--- src/rtl/irq_cause_pkg.sv ---
package irq_cause_pkg;
  localparam int unsigned DEF_N_SRC  = 13;
  localparam int unsigned DEF_DATA_W = 32;

  typedef enum logic {
    RD_CAUSE = 1'b0,
    RD_MASK  = 1'b1
  } rd_sel_e;
endpackage

--- src/rtl/irq_edge_det.sv ---
module irq_edge_det #(
  parameter int unsigned N_SRC = 13
) (
  input  logic             clk_i,
  input  logic             rst_ni,
  input  logic [N_SRC-1:0] status_i,
  output logic [N_SRC-1:0] rise_o
);
  logic [N_SRC-1:0] prev_q;
  logic             primed_q;

  // First cycle after reset only loads prev_q, so a level already high is not an edge
  always_ff @(posedge clk_i or negedge rst_ni) begin
    if (!rst_ni) begin
      prev_q   <= '0;
      primed_q <= 1'b0;
    end else begin
      prev_q   <= status_i;
      primed_q <= 1'b1;
    end
  end

  assign rise_o = primed_q ? (status_i & ~prev_q) : '0;
endmodule

--- src/rtl/irq_cause_bank.sv ---
module irq_cause_bank #(
  parameter int unsigned N_SRC = 13
) (
  input  logic             clk_i,
  input  logic             rst_ni,
  input  logic [N_SRC-1:0] rise_i,
  input  logic             clr_we_i,
  input  logic [N_SRC-1:0] clr_bits_i,
  output logic [N_SRC-1:0] cause_o
);
  for (genvar g = 0; g < N_SRC; g++) begin : g_bit
    logic bit_q;
    always_ff @(posedge clk_i or negedge rst_ni) begin
      if (!rst_ni)                       bit_q <= 1'b0;
      else if (rise_i[g])                bit_q <= 1'b1;  // set beats clear
      else if (clr_we_i && clr_bits_i[g]) bit_q <= 1'b0;
    end
    assign cause_o[g] = bit_q;
  end
endmodule

--- src/rtl/irq_out_stage.sv ---
module irq_out_stage #(
  parameter int unsigned N_SRC = 13
) (
  input  logic             clk_i,
  input  logic             rst_ni,
  input  logic             mask_we_i,
  input  logic [N_SRC-1:0] mask_wdata_i,
  input  logic [N_SRC-1:0] cause_i,
  output logic [N_SRC-1:0] mask_o,
  output logic             irq_o
);
  logic [N_SRC-1:0] mask_q;
  logic             irq_q;

  always_ff @(posedge clk_i or negedge rst_ni) begin
    if (!rst_ni)        mask_q <= '0;
    else if (mask_we_i) mask_q <= mask_wdata_i;
  end

  always_ff @(posedge clk_i or negedge rst_ni) begin
    if (!rst_ni) irq_q <= 1'b0;
    else         irq_q <= |(cause_i & mask_q);
  end

  assign mask_o = mask_q;
  assign irq_o  = irq_q;
endmodule

--- src/rtl/irq_cause_unit.sv ---
module irq_cause_unit
  import irq_cause_pkg::*;
#(
  parameter int unsigned N_SRC  = DEF_N_SRC,
  parameter int unsigned DATA_W = DEF_DATA_W
) (
  input  logic              clk_i,
  input  logic              rst_ni,
  input  logic [N_SRC-1:0]  status_i,
  input  logic              wr_cause_i,
  input  logic              wr_mask_i,
  input  logic [DATA_W-1:0] wr_data_i,
  input  logic              rd_sel_i,
  output logic [DATA_W-1:0] rd_data_o,
  output logic [N_SRC-1:0]  cause_o,
  output logic [N_SRC-1:0]  mask_o,
  output logic              irq_o
);
  localparam int unsigned PAD_W = DATA_W - N_SRC;

  logic [N_SRC-1:0] rise;
  logic [N_SRC-1:0] cause;
  logic [N_SRC-1:0] mask;
  rd_sel_e          rsel;

  irq_edge_det #(.N_SRC(N_SRC)) u_edge (
    .clk_i    (clk_i),
    .rst_ni   (rst_ni),
    .status_i (status_i),
    .rise_o   (rise)
  );

  irq_cause_bank #(.N_SRC(N_SRC)) u_bank (
    .clk_i      (clk_i),
    .rst_ni     (rst_ni),
    .rise_i     (rise),
    .clr_we_i   (wr_cause_i),
    .clr_bits_i (wr_data_i[N_SRC-1:0]),
    .cause_o    (cause)
  );

  irq_out_stage #(.N_SRC(N_SRC)) u_out (
    .clk_i        (clk_i),
    .rst_ni       (rst_ni),
    .mask_we_i    (wr_mask_i),
    .mask_wdata_i (wr_data_i[N_SRC-1:0]),
    .cause_i      (cause),
    .mask_o       (mask),
    .irq_o        (irq_o)
  );

  assign rsel = rd_sel_e'(rd_sel_i);

  always_comb begin
    unique case (rsel)
      RD_MASK: rd_data_o = {{PAD_W{1'b0}}, mask};
      default: rd_data_o = {{PAD_W{1'b0}}, cause};
    endcase
  end

  assign cause_o = cause;
  assign mask_o  = mask;
endmodule

--- config.mk ---
export PLATFORM = sky130hd
export DESIGN_NAME = irq_cause_unit
export DESIGN_NICKNAME = d
export VERILOG_FILES = /design/src/rtl/irq_cause_pkg.sv /design/src/rtl/irq_edge_det.sv /design/src/rtl/irq_cause_bank.sv /design/src/rtl/irq_out_stage.sv /design/src/rtl/irq_cause_unit.sv
export SDC_FILE = /design/constraint.sdc
export NUM_CORES = 1
export LEC_CHECK = 0
export BUFFER_PORTS_ARGS = -buffer_cell sky130_fd_sc_hd__buf_2
export CORE_MARGIN = 2
export CORE_UTILIZATION = 40
export DETAILED_ROUTE_END_ITERATION = 8
export GPL_TIMING_DRIVEN = 0
export PLACE_DENSITY = 0.71
export SYNTH_ARGS = -nofsm -noshare
export SYNTH_HDL_FRONTEND = slang
export SYNTH_SLANG_ARGS = --single-unit
export TNS_END_PERCENT = 5
--- constraint.sdc ---
create_clock -name clk_i -period 1.41 [get_ports clk_i]
set_input_delay 0.141 -clock clk_i [delete_from_list [all_inputs] [get_ports clk_i]]
set_output_delay 0.141 -clock clk_i [all_outputs]
set_load 0.01 [all_outputs]
Word level (Yosys, flattened, before mapping)
Cells that the tools add are included.
{"block": "op_classes", "n_mux": 28, "n_reduce_logical": 27, "bitwise_logic": 3}
{"cell": "13-bit AND", "n": 2}
{"cell": "1-bit two-way mux", "n": 26}
{"cell": "13-bit two-way mux", "n": 2}
{"cell": "2-bit nonzero test", "n": 13}
{"cell": "1-bit logical AND", "n": 13}
{"cell": "13-bit inverter", "n": 1}
{"cell": "13-bit OR reduction", "n": 1}
{"block": "totals", "out_inout_bits": 59, "word_cells": 75, "ff_bits": 41, "in_bits": 50}

Longest topological paths before layout
{"block": "depth", "word_depth": 4, "ltp_mapped": 3, "mapped_depth_nobuf": 3}

Cells and area by module
Synthesis repeated with hierarchy kept, for this count alone.
{"block": "hier_totals", "hier_cells": 152, "hier_area_um2": 1974.4}
{"mod": "irq_cause_bank", "seq_area_each_um2": 325.3, "instances": 1, "cells_per_inst": 53, "area_each_um2": 580.6}
{"mod": "irq_out_stage", "seq_area_each_um2": 350.3, "instances": 1, "cells_per_inst": 36, "area_each_um2": 569.3}
{"mod": "irq_edge_det", "seq_area_each_um2": 350.3, "instances": 1, "cells_per_inst": 29, "area_each_um2": 483.0}
{"mod": "irq_cause_unit", "seq_area_each_um2": 0.0, "instances": 1, "cells_per_inst": 34, "area_each_um2": 341.6}

Worst setup path before layout
Ideal clock, no wire load.
{"block": "synth_timing", "path_type": "reg2reg", "from": "register u_out.mask_q[10], in the netlist u_out.mask_o[10]", "to": "register u_out.irq_q, in the netlist u_out.irq_o", "synth_period_minus_slack_ps": 1075, "n_path_buf": 0, "setup_time_ps": 133, "arrival_time_ps": 942, "stages_incl_launch_ff": 4, "path_slack_ps": 335, "t_required_ps": 1277, "path_cell_list": "dfrtp_1 > a222oi_1 > and3_1 > nand3_1"}
{"block": "synth_via", "elab_chain_len": 2}
{"element": "start: declaration", "line_no": "irq_out_stage.sv:12", "source": "logic [N_SRC-1:0] mask_q;"}
{"element": "start signal: assignment", "line_no": "irq_out_stage.sv:17", "source": "else if (mask_we_i) mask_q <= mask_wdata_i;"}
{"element": "13-bit AND", "line_no": "irq_out_stage.sv:22", "source": "else irq_q <= |(cause_i & mask_q);"}
{"element": "13-bit OR reduction", "line_no": "irq_out_stage.sv:22"}
{"element": "end signal: assignment", "line_no": "irq_out_stage.sv:22"}
{"element": "end: declaration", "line_no": "irq_out_stage.sv:13", "source": "logic irq_q;"}
No other way between the ends.
A chain may end at the register's enable or synchronous reset.

Worst setup path after layout
{"block": "layout_timing", "from": "register u_bank.g_bit[3].bit_q", "to": "output rd_data_o[3]"}
{"block": "layout_via", "elab_chain_len": 1}
{"element": "start: declaration", "line_no": "irq_cause_bank.sv:12", "source": "logic bit_q;"}
{"element": "start signal: assignment", "line_no": "irq_cause_bank.sv:14", "source": "if (!rst_ni) bit_q <= 1'b0;"}
{"element": "start signal: assignment", "line_no": "irq_cause_bank.sv:15", "source": "else if (rise_i[g]) bit_q <= 1'b1;"}
{"element": "start signal: assignment", "line_no": "irq_cause_bank.sv:16", "source": "else if (clr_we_i && clr_bits_i[g]) bit_q <= 1'b0;"}
{"element": "13-bit two-way mux", "line_no": "irq_cause_unit.sv:55", "source": "unique case (rsel)"}
{"element": "end: declaration", "line_no": "irq_cause_unit.sv:14", "source": "output logic [DATA_W-1:0] rd_data_o,"}
No other way between the ends.

==> qor.txt <==
TritonCTS clock tree - done
Reg2Reg Setup Slack - 0.19 ns
Hold slack - -0.0211 ns
Clock root buffer - clkbuf_8
Vias in the first global route - 1433
Post_cts resized - 0
CTS Buf Count - 5
Final critical-path required period - 1.27 ns
Synth Instances - 152
Crit-path cells - mux2_2, buf_2
Setup violators final - 0
Warnings, synthesis - 0
Worst Path Max Fanout - 4
Outcome - finished with violations
Worst endpoint data arrival time - 1.13 ns
Cell area after synthesis - 1890 µm²
Die area - 5290 µm²
Grt total ovfl - 0
Number of I/O pins - 109
Final hold vios - 29
Total core area - 4630 µm²
First-pass GRT wire length - 7080 µm
Max-slew violations - 0
DRC viols - 0
Vias/cell - 4.65
Hpwl dp - 3060 µm
Count of input and output buffers - 70
Worst Max-Slew Pin Slew - 0.905 ns
Clock slew at reported path FFs - 0.08 ns
PwrDens - 1080 nW/µm²
Global Route Usage Sum - 0.179
Largest area contributor in the synthesized netlist - dfrtp_1
Violated checks - negative hold slack
Post-Place Cells - 294
Setup TNS - 0 ns
Worst path slowest cell - dfrtp_1
Crit end category - output port
Worst Reg2Reg Path Length in Cells - 3
Layout area overhead - 36.9%
Placement Rows - 25
DR vias - 1465
Multi-input gate area in the final layout - 608 µm²
H-tree Lvls - 2
Post-route insts no fill - 315
Post-route clock period utilization - 0.903
VDD IR-drop max - 0.644 mV
Chip height - 72.8 µm
Sequential-to-total area share from yosys stat - 0.543
Starting DRT DRC Count - 99
Initial core utilization - 0.408
Final WL - 4420 µm
Post-CTS Setup Inserts - 0
Share of cells above drive strength 1 - 0.533
Max_cap viols - 0
LEAKAGE - 1.38 nW
RSZ-0062 raised after global routing - no
Reg area - 1030 µm²
Antenna-violating nets left - 0
Crit path largest cell delay - 0.43 ns
Critical Path Start - u_bank.g_bit[3].bit_q$_DFFE_PN0P_
Top-area cell type share of the netlist area - 0.543
Crit Path Category - flop to output port
Required time of the critical path - 1.27 ns
Ant. Diodes - 0
Worst clock skew - 0.00633 ns
Wire per inst - 14.0 µm
Reg2reg end - u_out.irq_o$_DFF_PN0_
Clk sinks - 41
Crit path launch type - flop
Final Wtd Congestion - 0.697
Final Net Count - 310
Initial antenna violation count - 0
Bufs on Longest Clock Path - 2
Netlist cell types - 15
Clk Latency, worst-skew pair - 0.29 ns
Fillers - 410
Chip Width - 72.8 µm
1st-pass router iterations - 4
Min-delay worst type - input port to async pin
Flops & latches, synth - 41
Reg2Reg Launch Point - u_out.mask_o[10]$_DFFE_PN0P_
Mean post-synth cell area - 12.4 µm²
Largest net degree at the start of global routing - 42
Max Fclk - 786 MHz
Slew headroom - 0.397
Synth area leaders - dfrtp_1, mux2_2, buf_4
Cts hold-fix bufs - 13
## stage by stage
step | setup WS [ns] | cell area, µm² | util | power (mW)
global placement | 0.179 | 2380 | 0.513 | 2.04
CTS | 0.136 | 2590 | 0.559 | 2.82
finish | 0.137 | 2590 | 0.559 | 2.78
global route | 0.0872 | 2590 | 0.559 | 2.96
detailed placement | 0.174 | 2380 | 0.513 | 2.05
floorplan | 0.335 | 1960 | - | 1.78
## worst max-delay path by stage
stage               depth (start not counted)  slack [ns]               endpoint
detailed placement                          3        0.17  u_out.irq_o$_DFF_PN0_
global placement                            3        0.18  u_out.irq_o$_DFF_PN0_
finish                                      2        0.14           rd_data_o[3]
floorplan                                   3        0.33  u_out.irq_o$_DFF_PN0_
CTS                                         2        0.14           rd_data_o[4]
global route                                2        0.09           rd_data_o[3]
## cell families after synthesis
logic type | synth area share
AO/OA/AOI/OAI | 0.0953
buffers and inverters | 0.171
multiplexers | 0.155
other | 0.00397
flip-flops | 0.543
AND/OR/NAND/NOR | 0.0318
## worst max-delay path, delay by kind of cell (launching register included)
family	cells	cell delay, ns
buffers and inverters	1	0.14
flip-flops	1	0.43
multiplexers	1	0.28
## routing by layer
layer / vias to the layer above / GRT usage / share of wire
met1: 703 / 0.223 / 0.45
met5: - / 0 / 0
li1: 689 / - / -
met2: 66 / 0.287 / 0.48
met3: 7 / 0.0580 / 0.060
met4: 0 / 0.0741 / 0.017
## cells in the final DEF, fill, tap and decap left out, types with 2 or more instances in the layout
cell type,n
a22oi_1,3
mux2_2,26
clkinv_2,2
buf_4,33
a32o_1,13
inv_1,13
buf_2,71
conb_1,20
clkbuf_8,5
nand2_1,13
dfrtp_1,41
dlygate4sd3_1,13
buf_6,2
## state kept, by name, indices dropped and copies added, names as in the netlist
name                flops
u_out.irq_o             1
u_out.mask_o           13
u_bank.g_bit.bit_q     13
u_edge.prev_q          13
u_edge.primed_q         1
## synthesized netlist by cell type
| master | number |
|---|---|
| mux2_2 | 26 |
| a222oi_1 | 1 |
| a22oi_1 | 3 |
| nand3_1 | 1 |
| nand2_1 | 13 |
| and3_1 | 1 |
| dfrtp_1 | 41 |
| a22o_1 | 1 |
| a32o_1 | 13 |
| buf_2 | 1 |
| a221oi_1 | 1 |
| conb_1 | 2 |
| inv_1 | 13 |
| buf_6 | 2 |
| buf_4 | 33 |
## power by group
group	switching [mW]	internal, mW	total, mW
clock	0.392	0.343	0.735
sequential	0.0972	1.28	1.38
combinational	0.295	0.375	0.670
total	0.784	2.00	2.78
## cell type report
cell class	instances	share of cell area
multi-input cells	80	0.235
inverters	13	0.0188
repair buffers	83	0.186
clock inverters	2	0.00387
clock buffers	6	0.0280
well taps	54	0.0261
plain buffers	36	0.106
flip-flops and latches	41	0.396
No activity file was read; power rests on OpenSTA's default activity.
